$ cat config.mk
export PLATFORM = sky130hd
export DESIGN_NAME = ecd_irq_unit
export DESIGN_NICKNAME = d
export VERILOG_FILES = /design/src/rtl/ecd_pkg.sv /design/src/rtl/ecd_sampler.sv /design/src/rtl/ecd_cfg_regs.sv /design/src/rtl/ecd_flags.sv /design/src/rtl/ecd_irq_unit.sv
export SDC_FILE = /design/constraint.sdc
export NUM_CORES = 1
export LEC_CHECK = 0
export ABC_AREA = 1
export BUFFER_PORTS_ARGS = -buffer_cell sky130_fd_sc_hd__buf_2
export CAP_MARGIN = 5
export CORE_MARGIN = 4
export CORE_UTILIZATION = 48
export CTS_BUF_LIST = sky130_fd_sc_hd__clkbuf_16
export DETAILED_ROUTE_END_ITERATION = 12
export PLACE_DENSITY = 0.7
export SLEW_MARGIN = 20
export SYNTH_ARGS = -nofsm -noshare
export SYNTH_HDL_FRONTEND = slang
export SYNTH_SLANG_ARGS = --single-unit
export TNS_END_PERCENT = 20
$ cat constraint.sdc
create_clock -name clk -period 2 [get_ports clk]
set_clock_uncertainty 0.1 [all_clocks]
set_input_delay 0.2 -clock clk [delete_from_list [all_inputs] [get_ports clk]]
set_output_delay 0.2 -clock clk [all_outputs]
set_load 0.01 [all_outputs]
$ cat src/rtl/ecd_pkg.sv
package ecd_pkg;

  localparam int REG_AW = 6;

  // byte addresses decoded by software
  localparam logic [REG_AW-1:0] ADR_CLEAR   = 6'h07;
  localparam logic [REG_AW-1:0] ADR_STATUS  = 6'h14;
  localparam logic [REG_AW-1:0] ADR_CONTROL = 6'h15;
  localparam logic [REG_AW-1:0] ADR_RISE0   = 6'h18;
  localparam logic [REG_AW-1:0] ADR_FALL0   = 6'h20;

  // acknowledge bits in the clear register
  localparam int ACK_EDGE_BIT = 3;
  localparam int ACK_OVF_BIT  = 2;

  // control byte, bit 4 down to bit 0
  typedef struct packed {
    logic fall_mode;
    logic rise_mode;
    logic master;
    logic ovf_en;
    logic edge_en;
  } ctl_t;

endpackage

$ cat src/rtl/ecd_sampler.sv
module ecd_sampler #(
  parameter int NUM_CH = 24
) (
  input  logic              clk,
  input  logic              rst_n,
  input  logic [NUM_CH-1:0] din,
  output logic [NUM_CH-1:0] rise_evt,
  output logic [NUM_CH-1:0] fall_evt
);

  logic [NUM_CH-1:0] prev_q;

  always_ff @(posedge clk or negedge rst_n) begin
    if (!rst_n) prev_q <= '0;
    else        prev_q <= din;
  end

  // a change is the current level against the level one clock earlier
  assign rise_evt = din & ~prev_q;
  assign fall_evt = ~din & prev_q;

endmodule

$ cat src/rtl/ecd_cfg_regs.sv
module ecd_cfg_regs
  import ecd_pkg::*;
#(
  parameter int NUM_CH = 24
) (
  input  logic                       clk,
  input  logic                       rst_n,
  input  logic                       reg_we,
  input  logic [REG_AW-1:0]          reg_addr,
  input  logic [7:0]                 reg_wdata,
  output logic [((NUM_CH+7)/8)*8-1:0] rise_bytes,
  output logic [((NUM_CH+7)/8)*8-1:0] fall_bytes,
  output ctl_t                       ctl,
  output logic                       clr_edge,
  output logic                       clr_ovf
);

  localparam int NBYTES = (NUM_CH + 7) / 8;
  localparam int MW     = NBYTES * 8;
  // only bits that map to a real channel are stored
  localparam logic [MW-1:0] KEEP = MW'((65'h1 << NUM_CH) - 65'h1);

  logic [MW-1:0] rise_q, fall_q;
  ctl_t          ctl_q;

  for (genvar b = 0; b < NBYTES; b++) begin : g_mask_byte
    localparam logic [REG_AW-1:0] RADR = ADR_RISE0 + REG_AW'(b);
    localparam logic [REG_AW-1:0] FADR = ADR_FALL0 + REG_AW'(b);

    always_ff @(posedge clk or negedge rst_n) begin
      if (!rst_n) begin
        rise_q[8*b +: 8] <= '0;
        fall_q[8*b +: 8] <= '0;
      end else if (reg_we) begin
        if (reg_addr == RADR) rise_q[8*b +: 8] <= reg_wdata & KEEP[8*b +: 8];
        if (reg_addr == FADR) fall_q[8*b +: 8] <= reg_wdata & KEEP[8*b +: 8];
      end
    end
  end

  always_ff @(posedge clk or negedge rst_n) begin
    if (!rst_n)                                  ctl_q <= '0;
    else if (reg_we && reg_addr == ADR_CONTROL)  ctl_q <= ctl_t'(reg_wdata[4:0]);
  end

  assign rise_bytes = rise_q;
  assign fall_bytes = fall_q;
  assign ctl        = ctl_q;
  assign clr_edge   = reg_we && (reg_addr == ADR_CLEAR) && reg_wdata[ACK_EDGE_BIT];
  assign clr_ovf    = reg_we && (reg_addr == ADR_CLEAR) && reg_wdata[ACK_OVF_BIT];

  AST_CTL_TAKES_WRITE: assert property (@(posedge clk) disable iff (!rst_n)
    (reg_we && reg_addr == ADR_CONTROL) |=> (ctl == $past(reg_wdata[4:0])));

endmodule

$ cat src/rtl/ecd_flags.sv
module ecd_flags (
  input  logic clk,
  input  logic rst_n,
  input  logic hit,
  input  logic clr_edge,
  input  logic clr_ovf,
  input  logic edge_en,
  input  logic ovf_en,
  input  logic master,
  output logic edge_flag,
  output logic ovf_flag,
  output logic irq
);

  logic edge_q, ovf_q;

  // a new event always beats an acknowledge of the same flag
  always_ff @(posedge clk or negedge rst_n) begin
    if (!rst_n) begin
      edge_q <= 1'b0;
      ovf_q  <= 1'b0;
    end else begin
      if (hit)           edge_q <= 1'b1;
      else if (clr_edge) edge_q <= 1'b0;

      if (hit && edge_q) ovf_q <= 1'b1;
      else if (clr_ovf)  ovf_q <= 1'b0;
    end
  end

  assign edge_flag = edge_q;
  assign ovf_flag  = ovf_q;
  assign irq       = master & ((edge_q & edge_en) | (ovf_q & ovf_en));

  AST_EDGE_SETS_FLAG: assert property (@(posedge clk) disable iff (!rst_n)
    hit |=> edge_flag);
  AST_OVERFLOW_ON_REPEAT: assert property (@(posedge clk) disable iff (!rst_n)
    (hit && edge_flag) |=> ovf_flag);
  AST_OVERFLOW_NEEDS_PENDING: assert property (@(posedge clk) disable iff (!rst_n)
    $rose(ovf_flag) |-> $past(edge_flag));
  AST_ACK_CLEARS_EDGE: assert property (@(posedge clk) disable iff (!rst_n)
    (clr_edge && !hit) |=> !edge_flag);
  AST_RACE_KEEPS_EDGE: assert property (@(posedge clk) disable iff (!rst_n)
    (clr_edge && hit) |=> edge_flag);
  AST_IRQ_NEEDS_MASTER: assert property (@(posedge clk) disable iff (!rst_n)
    !master |-> !irq);

endmodule

$ cat src/rtl/ecd_irq_unit.sv
module ecd_irq_unit
  import ecd_pkg::*;
#(
  parameter int NUM_CH = 24
) (
  input  logic              clk,
  input  logic              rst_n,
  input  logic [NUM_CH-1:0] chan_in,
  input  logic              reg_we,
  input  logic [5:0]        reg_addr,
  input  logic [7:0]        reg_wdata,
  output logic [7:0]        reg_rdata,
  output logic              irq
);

  // mask bytes must fit below the falling-mask base
  localparam int NBYTES = (NUM_CH + 7) / 8;
  localparam int MW     = NBYTES * 8;

  logic [NUM_CH-1:0] rise_evt, fall_evt;
  logic [MW-1:0]     rise_bytes, fall_bytes;
  ctl_t              ctl;
  logic              clr_edge, clr_ovf;
  logic              hit;
  logic              edge_flag, ovf_flag, irq_w;

  ecd_sampler #(.NUM_CH(NUM_CH)) u_sampler (
    .clk      (clk),
    .rst_n    (rst_n),
    .din      (chan_in),
    .rise_evt (rise_evt),
    .fall_evt (fall_evt)
  );

  ecd_cfg_regs #(.NUM_CH(NUM_CH)) u_cfg (
    .clk        (clk),
    .rst_n      (rst_n),
    .reg_we     (reg_we),
    .reg_addr   (reg_addr),
    .reg_wdata  (reg_wdata),
    .rise_bytes (rise_bytes),
    .fall_bytes (fall_bytes),
    .ctl        (ctl),
    .clr_edge   (clr_edge),
    .clr_ovf    (clr_ovf)
  );

  assign hit = |((rise_evt & rise_bytes[NUM_CH-1:0] & {NUM_CH{ctl.rise_mode}}) |
                 (fall_evt & fall_bytes[NUM_CH-1:0] & {NUM_CH{ctl.fall_mode}}));

  ecd_flags u_flags (
    .clk       (clk),
    .rst_n     (rst_n),
    .hit       (hit),
    .clr_edge  (clr_edge),
    .clr_ovf   (clr_ovf),
    .edge_en   (ctl.edge_en),
    .ovf_en    (ctl.ovf_en),
    .master    (ctl.master),
    .edge_flag (edge_flag),
    .ovf_flag  (ovf_flag),
    .irq       (irq_w)
  );

  assign irq = irq_w;

  always_comb begin
    reg_rdata = 8'h00;
    if (reg_addr == ADR_STATUS)  reg_rdata = {5'b0, irq_w, ovf_flag, edge_flag};
    if (reg_addr == ADR_CONTROL) reg_rdata = {3'b0, ctl};
    for (int b = 0; b < NBYTES; b++) begin
      if (reg_addr == ADR_RISE0 + REG_AW'(b)) reg_rdata = rise_bytes[8*b +: 8];
      if (reg_addr == ADR_FALL0 + REG_AW'(b)) reg_rdata = fall_bytes[8*b +: 8];
    end
  end

  AST_QUIET_WHEN_IDLE: assert property (@(posedge clk) disable iff (!rst_n)
    (!edge_flag && !ovf_flag) |-> !irq);

endmodule

Yosys cells after proc, flatten, opt, wreduce, memory -nomap -nowiden --
Cells that the tools add are included. W data, S select, Z words.
Cells by class: eq/ne operators 9, muxes and demuxes 12, bitwise logic cells 13, reduce and logical (&&, ||, !) cells 14
Operators with widths (count):
- $and A24 B24 Y24 | 6
- $mux W8 | 7
- $not A24 Y24 | 2
- $eq A6 B5 Y1 const B | 5
- $or A24 B24 Y24 | 1
- $reduce_or A24 Y1 | 1
- $eq A6 B6 Y1 const B | 3
- $reduce_and A2 Y1 | 6
- $eq A6 B3 Y1 const B | 1
- $logic_and A1 B1 Y1 | 5
- $mux W1 | 4
- $reduce_bool A2 Y1 | 2
- $and A1 B1 Y1 | 3
- $mux W3 | 1
- $or A1 B1 Y1 | 1
Word-level totals: flip-flop bits (word level) 79, bits of input ports 41, output and inout port bits 9, logic and storage cells 62

Depth between registers and ports, before layout --
Gate-level depths: netlist (run 1).
word-level depth 11, mapped depth 10, depth with buffers taken out 10

By module --
From an unflattened synthesis (run 1), not the netlist that was laid out.
Unflattened totals: cell total of the unflattened synthesis 585, area total of the unflattened synthesis 4255.3 µm²
Modules (own cells, without submodules):
- ecd_cfg_regs | instances 1, cells each 253, area an instance 2200.9 µm², sequential area each 1326.3 µm²
- ecd_irq_unit | instances 1, cells each 201, area an instance 999.7 µm², sequential area each 0.0 µm²
- ecd_sampler | instances 1, cells each 120, area an instance 960.9 µm², sequential area each 600.6 µm²
- ecd_flags | instances 1, cells each 11, area an instance 93.8 µm², sequential area each 50.0 µm²

Worst setup path before layout (run 1) --
Ideal clock, no wire load.
kind reg2reg, start register u_cfg.ctl_q, in the netlist u_cfg.ctl[3], end register u_flags.ovf_q (netlist: u_flags.ovf_flag), setup time 0.117 ns, data arrival time 1.207 ns, required time 1.783 ns, slack 0.577 ns, cell stages (with the launch flop) 11, buffers on the path 2, clock period less this slack 1.423 ns, path through dfrtp_1 buf_2 buf_2 nand4_1 o21ai_0 nor2_1 nand2_1 nor2_1 nand3_1 nand2_1 nand2_1
Between the ends: longest elaborated chain between the ends 5, elaborated cells on any way between the ends 6, those cells by class mux: 1; bitwise: 2; reduce/logical: 3
RTL lines:
- start: declaration | line ecd_cfg_regs.sv:24 | ctl_t ctl_q;
- start signal: assignment | line ecd_cfg_regs.sv:43 | else if (reg_we && reg_addr == ADR_CONTROL) ctl_q <= ctl_t'(reg_wdata[4:0]);
- $and A24 B24 Y24 * | line ecd_irq_unit.sv:48 | assign hit = |((rise_evt & rise_bytes[NUM_CH-1:0] & {NUM_CH{ctl.rise_mode}}) |
- $or A24 B24 Y24 * | line ecd_irq_unit.sv:48
- $reduce_or A24 Y1 * | line ecd_irq_unit.sv:48
- $logic_and A1 B1 Y1 * | line ecd_flags.sv:26 | if (hit && edge_q) ovf_q <= 1'b1;
- $mux W1 / $reduce_bool A2 Y1 (equally long branches)
- end signal: assignment | line ecd_flags.sv:21 | ovf_q <= 1'b0;
- end signal: assignment | line ecd_flags.sv:26
- end signal: assignment | line ecd_flags.sv:27 | else if (clr_ovf) ovf_q <= 1'b0;
- end: declaration | line ecd_flags.sv:15 | logic edge_q, ovf_q;
Mark *: on every way between the ends. The rest lies on a longest branch, timed or not. A chain may end at the register's enable or synchronous reset.

Final worst setup path (run 1) --
start register u_cfg.ctl_q, in the netlist u_cfg.ctl[4], end output port reg_rdata[4]
Between the ends: longest elaborated chain between the ends 7
RTL lines:
- $mux W8 | line ecd_irq_unit.sv:70 | if (reg_addr == ADR_CONTROL) reg_rdata = {3'b0, ctl};
- $mux W8 | line ecd_irq_unit.sv:72 | if (reg_addr == ADR_RISE0 + REG_AW'(b)) reg_rdata = rise_bytes[8*b +: 8];
- $mux W8 | line ecd_irq_unit.sv:73 | if (reg_addr == ADR_FALL0 + REG_AW'(b)) reg_rdata = fall_bytes[8*b +: 8];
- $mux W8 | line ecd_irq_unit.sv:72
- $mux W8 | line ecd_irq_unit.sv:73
- $mux W8 | line ecd_irq_unit.sv:72
- $mux W8 | line ecd_irq_unit.sv:73
- end: declaration | line ecd_irq_unit.sv:12 | output logic [7:0] reg_rdata,
No other way between the ends.

==> out/results.ini, run 1 <==
[worst_setup_path]
end_kind = output pin
reg2regPathDepth = 8
cp_max_fo = 18
max_stage_delay_ns = 0.37
crit_slowest_cell = dfrtp_1
worstPathArrival_ns = 1.52
path_depth = 6
path_buf_inv = 2
path_cells = buf_4, nand2_1, nand3_1, a21oi_1, nand4_1, buf_2
critical-path-top-delay-family = buffers and inverters
crit_required_ns = 1.70
start_kind = flip-flop
critPathKind = reg2out

[synthesis]
ys.flop_type = dfrtp_1
synthTopCellsByCount = nand2_1 (129), dfrtp_1 (79), inv_1 (64)
synth_edf_count = 0
synth_cells = 476
ys_seq_area_frac = 0.508
synthArstFlopShare = 1.00
synth_warnings = 0
synth_largest_area_cell = dfrtp_1
synth.distinct_cells = 22
postSynthAreaPerCell_sq_um = 8.18
synth_seq_cells = 79
synth_fp_nets = 517
yosysTopAreaCellShare = 0.508
yosysMostFrequentCell = nand2_1
yosys-top-cells-area = dfrtp_1 (51%), nand2_1 (12%), nand4_1 (7.2%)
synth_area_sq_um = 3890

[cts]
insertion_delay_ns = 0.33
htreeDepth = 3
postCtsSetupBuffers = 0
cts.sinks = 79
cts.path.max_buffers = 2
cts.reportedPaths.clkPinSlew_ns = 0.06
cts_tree = built
numCtsBuffers = 9
ctsResizeCount = 0
root_buffer = clkbuf_16
postCtsHoldBufs = 25

[detailed_routing]
via_per_inst = 5.33
wl_met3_um = 449
wl_met1_mm = 4.35
drtAntennaViolNets = 0
drt_wl_total_mm = 9.75
drt-initial-drc-count = 155
drcViolationCount = 0
dr.pass1.iters = 4
routed.top_layer = met4
wl_met2_mm = 4.86
vias = 3523
wl_per_cell_um = 14.8

[grt]
grt_pass1_wl_mm = 16.7
grt-ovfl-total = 0
antenna_found_initial = 0
grt_usage = 0.216
grt_pass1_vias = 3503
grt_max_degree = 57

[floorplanning]
io_pins = 50
core_sq_um = 7810
die_area_sq_um = 9620
die_width_um = 98.1
num_rows = 32
die_h_um = 98.1
start_util = 0.499

[cells_and_area]
final_nets = 595
n_antenna_cell = 0
syn_to_final_growth_pct = 21.7
fin_area_sq_um = 4740
drive_gt1_frac = 0.177

[placed_design]
placed_area_sq_um = 4220
gp_congestion = 0.935
portBuffers = 49
hpwl_mm = 6.99

[hold_path]
hp-class = in2reg
whs_path_depth = 4

[flow_run]
drv_cap = 0

[timing]
rsz0062_at_grt = no
final_hold_viol_count = 0
fmaxAchievable_mhz = 550
slew_headroom = 0.674
setup_viol = 0
tns_ns = 0
worst_pin_slew_ns = 0.487
period_share = 0.910
drv_slew = 0
fin_crit_ns = 1.82

[power_and_ir_drop]
leakage_nw = 2.43
peakVddDrop_mv = 0.462
power_density_nw_per_um2 = 808

[outcome]
status = finished, final reports clean

==> cells by family (layout without fill, tap and decap cells) <==
kind of cell | count (synthesis) | count (layout) | synth area share
AND/OR/NAND/NOR | 251 | 251 | 0.308
flip-flops | 79 | 79 | 0.508
buffers and inverters | 79 | 162 | 0.0896
AO/OA/AOI/OAI | 67 | 67 | 0.0944
==> per-stage QoR <==
step / setup WS (ns) / instances / power (mW) / utilization / hold slack [ns]
detailed placement: 0.317 / 620 / 2.37 / 0.541 / 0.0225
finish: 0.180 / 661 / 3.83 / 0.607 / 0.0516
global placement: 0.340 / 620 / 2.35 / 0.541 / 0.0232
floorplan: 0.577 / 476 / 2.16 / - / -0.196
CTS: 0.162 / 661 / 3.86 / 0.607 / 0.0405
global route: 0.0637 / 661 / 4.03 / 0.607 / 0.0809
==> report_power, final <==
part           switching, mW  internal (mW)
clock                  0.619          0.828
combinational          0.290          0.190
sequential             0.134           1.77
==> registers in the layout (all words and copies together) (netlist names) <==
name,count
u_cfg.ctl,5
u_cfg.fall_bytes,24
u_cfg.rise_bytes,24
u_flags.edge_flag,1
u_flags.ovf_flag,1
u_sampler.prev_q,24
==> per-layer routing <==
metal / vias to the layer above / GRT usage
met5: - / 0
met4: 0 / 0.0596
met3: 9 / 0.0500
met2: 90 / 0.363
met1: 1708 / 0.281
li1: 1716 / -
==> worst min-delay path, cell delays in order <==
cell     delay, ns
buf_2         0.09
nand2_1       0.05
nand2_1       0.05
nand2_1       0.05
==> area by class of cell <==
class,instances,area (sq um)
Inverter,67,251
Tap cell,102,128
Timing Repair Buffer,79,548
Clock inverter,7,41.3
Sequential cell,79,1980
Clock buffer,9,225
Multi-Input combinational cell,318,1570
Fill cell,716,3070
==> path summary, 6_finish.rpt <==
| path | startpoint | slack (ns) | to |
|---|---|---|---|
| worst max register to register | u_cfg.ctl[4] | 0.35 | u_flags.ovf_flag |
| worst min register to register | u_cfg.rise_bytes[10] | 0.41 | u_cfg.rise_bytes[10] |
| worst min-delay path | reg_wdata[2] | 0.05 | u_flags.ovf_flag |
| worst max-delay path | u_cfg.ctl[4] | 0.18 | reg_rdata[4] |
| max in group asynchronous | rst_n | 1.00 | u_sampler.prev_q[11] |
| min in group asynchronous | rst_n | 0.21 | u_cfg.rise_bytes[5] |
==> layout by cell type, fill, tap and decap left out, drive strengths merged <==
master	netlist	layout
nand2	140	140
dfrtp	79	79
inv	67	68
o21ai	64	64
buf	12	54
nand4	45	45
nor2	37	37
dlygate4sd3	0	25
nand3	25	25
clkbuf	0	9
clkinv	0	4
nor3	3	3
a21oi	2	2
clkinvlp	0	2
a21boi	1	1
nor4	1	1
Power figures use the tool's default switching activity.
==> inputs of run 2 (changes only) <==
Settings changed: SYNTH_HIERARCHICAL set to 1.
==> out/results.ini, run 2 <==
[synthesis]
ys_seq_area_frac = 0.465
synth_xor_area_frac = 0
synth_fp_nets = 626
synth_warnings = 6
synthTopCellsByCount = nand2_1 (176), nand3_1 (120), dfrtp_1 (79)
synth_cells = 585
yosys-top-cells-area = dfrtp_1 (46%), nand2_1 (16%), nand3_1 (14%)
ys.flop_type = dfrtp_1
synth_seq_cells = 79
synth.distinct_cells = 24
synth_fa_ha_area_frac = 0
yosysTopAreaCellShare = 0.465
synth_largest_area_cell = dfrtp_1
synth_edf_count = 0
synth-simple-area-share = 0.429
synth_area_sq_um = 4260
postSynthAreaPerCell_sq_um = 7.27
muxShareOfSynthArea = 0
synthArstFlopShare = 1.00
yosysMostFrequentCell = nand2_1
synth_top_family_by_area = simple AND/OR/NAND/NOR gates
synth_compound_gate_area_share = 0.00970

[cts]
cts.reportedPaths.clkPinSlew_ns = 0.06
insertion_delay_ns = 0.33
numCtsBuffers = 9
cts.sinks = 79
cts_tree = built
ctsResizeCount = 0
cts.path.max_buffers = 2
root_buffer = clkbuf_16
htreeDepth = 3

[cells_and_area]
n_fill_cell = 783
n_antenna_cell = 0
syn_to_final_growth_pct = 21.3
final_cell_mix = nand2_1 (176), nand3_1 (120), inv_1 (79), dfrtp_1 (79), nor2_1 (62)
multi_input_area_sq_um = 1870
seqCellArea_sq_um = 1980
instances_no_fill = 781
final_nets = 710
mostFrequentLayoutCell = nand2_1
drive_gt1_frac = 0.152

[detailed_routing]
wl_per_cell_um = 15.3
via_per_inst = 5.32
drt_wl_total_mm = 11.9
vias = 4152
drt-initial-drc-count = 316
dr.pass1.iters = 5
drcViolationCount = 0
drtAntennaViolNets = 0

[grt]
antenna_found_initial = 0
grt-ovfl-total = 0
grt_pass1_wl_mm = 19.5
grt_pass1_vias = 4026
grt_usage = 0.242
grt_max_degree = 49

[power_and_ir_drop]
power_density_nw_per_um2 = 759
netSwitchingPower_mw = 1.12
p_int_mw = 2.79
sequentialPowerShare = 0.490
power.share.clock = 0.372
swShare = 0.287
leakage_nw = 2.83
power_frac_comb = 0.138
peakVddDrop_mv = 0.406

[floorplanning]
die_h_um = 102
die_area_sq_um = 10400
num_rows = 34
die_width_um = 102
core_sq_um = 8680
start_util = 0.490
io_pins = 50

[worst_setup_path]
crit_required_ns = 2.10
cp_max_fo = 22
critPathKind = reg2reg
worstPathArrival_ns = 1.95
end_kind = flip-flop
start_kind = flip-flop

[timing]
fin_crit_ns = 1.85
hold-worst-slack_ns = 0.0942
tns_ns = 0
setup_viol = 0
period_share = 0.924
worst_pin_slew_ns = 0.535
slew_headroom = 0.643
final_hold_viol_count = 0
drv_slew = 0
rsz0062_at_grt = no
fmaxAchievable_mhz = 541
layout_setup_ws_ns = 0.153

[placed_design]
place_inst = 741
post-place-ws_ns = 0.202
gp_congestion = 0.970
hpwl_mm = 8.61
portBuffers = 49

[outcome]
status = finished, final reports clean

[flow_run]
drv_cap = 0

[hold_path]
hp-class = in2reg

[run 2: logic make-up (layout without fill, tap and decap cells)]
logic type / Yosys count / in the layout
AOI/OAI and AO/OA: 7 / 7
buffers and inverters: 95 / 183
and+or+nand+nor: 404 / 404
DFF: 79 / 79
[run 2: power by group through the flow]
stage	clock, mW	sequential [mW]	combinational, mW
global route	1.55	1.94	0.611
finish	1.46	1.92	0.540
detailed placement	0	1.94	0.501
floorplan	0	1.89	0.308
CTS	1.47	1.91	0.541
global placement	0	1.94	0.486
[run 2: cell type report]
| cell class | count | share of cell area |
|---|---|---|
| timing repair buffer | 86 | 0.119 |
| inverter | 82 | 0.0601 |
| multi-input combinational | 411 | 0.362 |
| sequential | 79 | 0.383 |
| clock buffer | 9 | 0.0436 |
| tap | 108 | 0.0262 |
| clock inverter | 6 | 0.00606 |
[run 2: worst paths after layout]
| kind | slack (ns) | to | cells after the start | startpoint |
|---|---|---|---|---|
| worst min-delay path | 0.09 | u_cfg/rise_bytes[13] | 3 | reg_wdata[5] |
| worst max-delay path | 0.15 | u_flags/edge_flag | 8 | u_cfg/ctl[4] |
| worst min register to register | 0.40 | u_cfg/fall_bytes[11] | 2 | u_cfg/fall_bytes[11] |
| worst max register to register | 0.15 | u_flags/edge_flag | 8 | u_cfg/ctl[4] |
| max in group asynchronous | 0.94 | u_cfg/ctl[3] | 3 | rst_n |
| min in group asynchronous | 0.25 | u_sampler/prev_q[22] | 2 | rst_n |
[run 2: stage by stage]
step	utilization	area (sq um)	total power, mW
CTS	0.595	5160	3.93
finish	0.595	5160	3.91
global route	0.595	5160	4.10
detailed placement	0.536	4650	2.44
floorplan	-	4260	2.20
global placement	0.536	4650	2.42
[run 2: per-layer routing]
layer / track usage / wire [um] / vias up
li1: - / - / 2020
met5: 0 / 0 / -
met4: 0.0898 / 204 / 0
met2: 0.396 / 5580 / 171
met1: 0.329 / 5270 / 1938
met3: 0.0341 / 862 / 23
[run 2: worst max-delay path, stage by stage (launching register included)]
cell,delay (ns)
dfrtp_1,0.44
buf_12,0.19
nand3_1,0.07
nand2_1,0.05
nor2_1,0.12
nand4_1,0.11
nor3_1,0.31
nand3_1,0.14
o21bai_1,0.18
[run 2: timing repair]
action	4_1_cts	5_1_grt
buffers inserted	0	0
hold buffers	25	0
hold endpoints to repair	55	0
==> inputs of run 3 (changes only) <==
Settings changed: BUFFER_PORTS_ARGS -buffer_cell sky130_fd_sc_hd__buf_2 to not set, CELL_PAD_IN_SITES_DETAIL_PLACEMENT set to 1, CELL_PAD_IN_SITES_GLOBAL_PLACEMENT set to 1, CORE_UTILIZATION 48 to 46, CTS_BUF_LIST sky130_fd_sc_hd__clkbuf_16 to not set, DONT_BUFFER_PORTS set to 1, PLACE_DENSITY 0.7 to 0.81.
==> out/results.ini, run 3 (synthesized netlist as in run 2, its figures left out) <==
[outcome]
status = finished, violations left
failed_checks = negative hold slack

[cts]
postCtsHoldBufs = 33
numCtsBuffers = 9
postCtsSetupBuffers = 0
ctsResizeCount = 0
cts_tree = built
root_buffer = clkbuf_8
htreeDepth = 3
cts.path.max_buffers = 2
insertion_delay_ns = 0.36
cts.reportedPaths.clkPinSlew_ns = 0.08
cts.sinks = 79

[floorplanning]
die_width_um = 104
die_h_um = 104
core_sq_um = 8850
die_area_sq_um = 10900
io_pins = 50
num_rows = 34
start_util = 0.481

[detailed_routing]
dr.pass1.iters = 5
via_per_inst = 5.56
drtAntennaViolNets = 0
vias = 4135
wl_per_cell_um = 18.7
drt-initial-drc-count = 202
drcViolationCount = 0
drt_wl_total_mm = 13.9

[placed_design]
place_inst = 694
hpwl_mm = 9.88
portBuffers = 0
gp_congestion = 0.915

[cells_and_area]
mostFrequentLayoutCell = nand2_1
syn_to_final_growth_pct = 17.7
drive_gt1_frac = 0.0913
final_cell_mix = nand2_1 (176), nand3_1 (120), dfrtp_1 (79)
instances_no_fill = 744
final_nets = 671

[timing]
worst_pin_slew_ns = 0.633
slew_headroom = 0.575
fin_crit_ns = 1.91
final_hold_viol_count = 79
drv_slew = 0
period_share = 0.954
tns_ns = 0
fmaxAchievable_mhz = 524
hold-worst-slack_ns = -0.572
setup_viol = 0
rsz0062_at_grt = no

[grt]
grt-ovfl-total = 0
grt_usage = 0.271
grt_pass1_vias = 4419
grt_max_degree = 80
grt_pass1_wl_mm = 23.3
antenna_found_initial = 1

[worst_setup_path]
end_kind = output pin
cp_max_fo = 4
critPathKind = reg2out
crit_required_ns = 1.70
worstPathArrival_ns = 1.61
start_kind = flip-flop

[hold_path]
hp-class = in2async

[power_and_ir_drop]
total_power_mw = 4.02
power_density_nw_per_um2 = 803
peakVddDrop_mv = 0.548
leakage_nw = 2.66

[flow_run]
drv_cap = 0

==> run 3: per-layer routing <==
layer,track usage,part of all wire,up-vias
met5,0,0,-
met4,0.0731,0.015,0
met3,0.0652,0.065,17
met2,0.455,0.50,129
met1,0.350,0.42,2047
li1,-,-,1942
==> run 3: per-stage QoR <==
| stage | cell area [sq um] | worst slack (ns) | utilization | hold slack [ns] |
|---|---|---|---|---|
| finish | 5010 | 0.0919 | 0.566 | -0.572 |
| global placement | 4400 | 0.279 | 0.497 | -0.193 |
| CTS | 5000 | 0.112 | 0.566 | -0.582 |
| global route | 5010 | 0.0144 | 0.566 | -0.599 |
| floorplan | 4260 | 0.514 | - | -0.196 |
| detailed placement | 4400 | 0.176 | 0.497 | -0.193 |
==> run 3: final timing paths <==
check | slack, ns | cells after the start | from | end
max reg2reg | 0.17 | 9 | u_cfg/ctl[4] | u_flags/ovf_flag
max in group asynchronous | 2.25 | 0 | rst_n | u_cfg/rise_bytes[6]
max | 0.09 | 6 | u_flags/edge_flag | reg_rdata[2]
min in group clk | 0.03 | 3 | reg_wdata[2] | u_flags/ovf_flag
min reg2reg | 0.41 | 2 | u_cfg/fall_bytes[14] | u_cfg/fall_bytes[14]
min | -0.57 | 0 | rst_n | u_sampler/prev_q[13]
==> run 3: layout make-up <==
cell class	count	area, sq um
Antenna cell	1	2.50
Sequential cell	79	1980
Timing Repair Buffer	47	435
Clock inverter	5	128
Tap cell	108	135
Inverter	82	310
Fill cell	1141	3840
Clock buffer	11	151
Multi-Input combinational cell	411	1870
==> run 3: critical path, stage by stage (launching register included) <==
cell and delay (ns):
dfrtp_1 0.43, nand2_1 0.11, a21oi_2 0.09, nand3_1 0.10, nand4_1 0.11, nor2_1 0.21
nand4_1 0.20
==> run 3: power breakdown <==
part	switching [mW]	total (mW)	internal [mW]	leakage [nW]
logic	0.295	0.473	0.179	1.51
registers	0.151	1.92	1.76	1.01
clock network	0.609	1.63	1.02	0.136
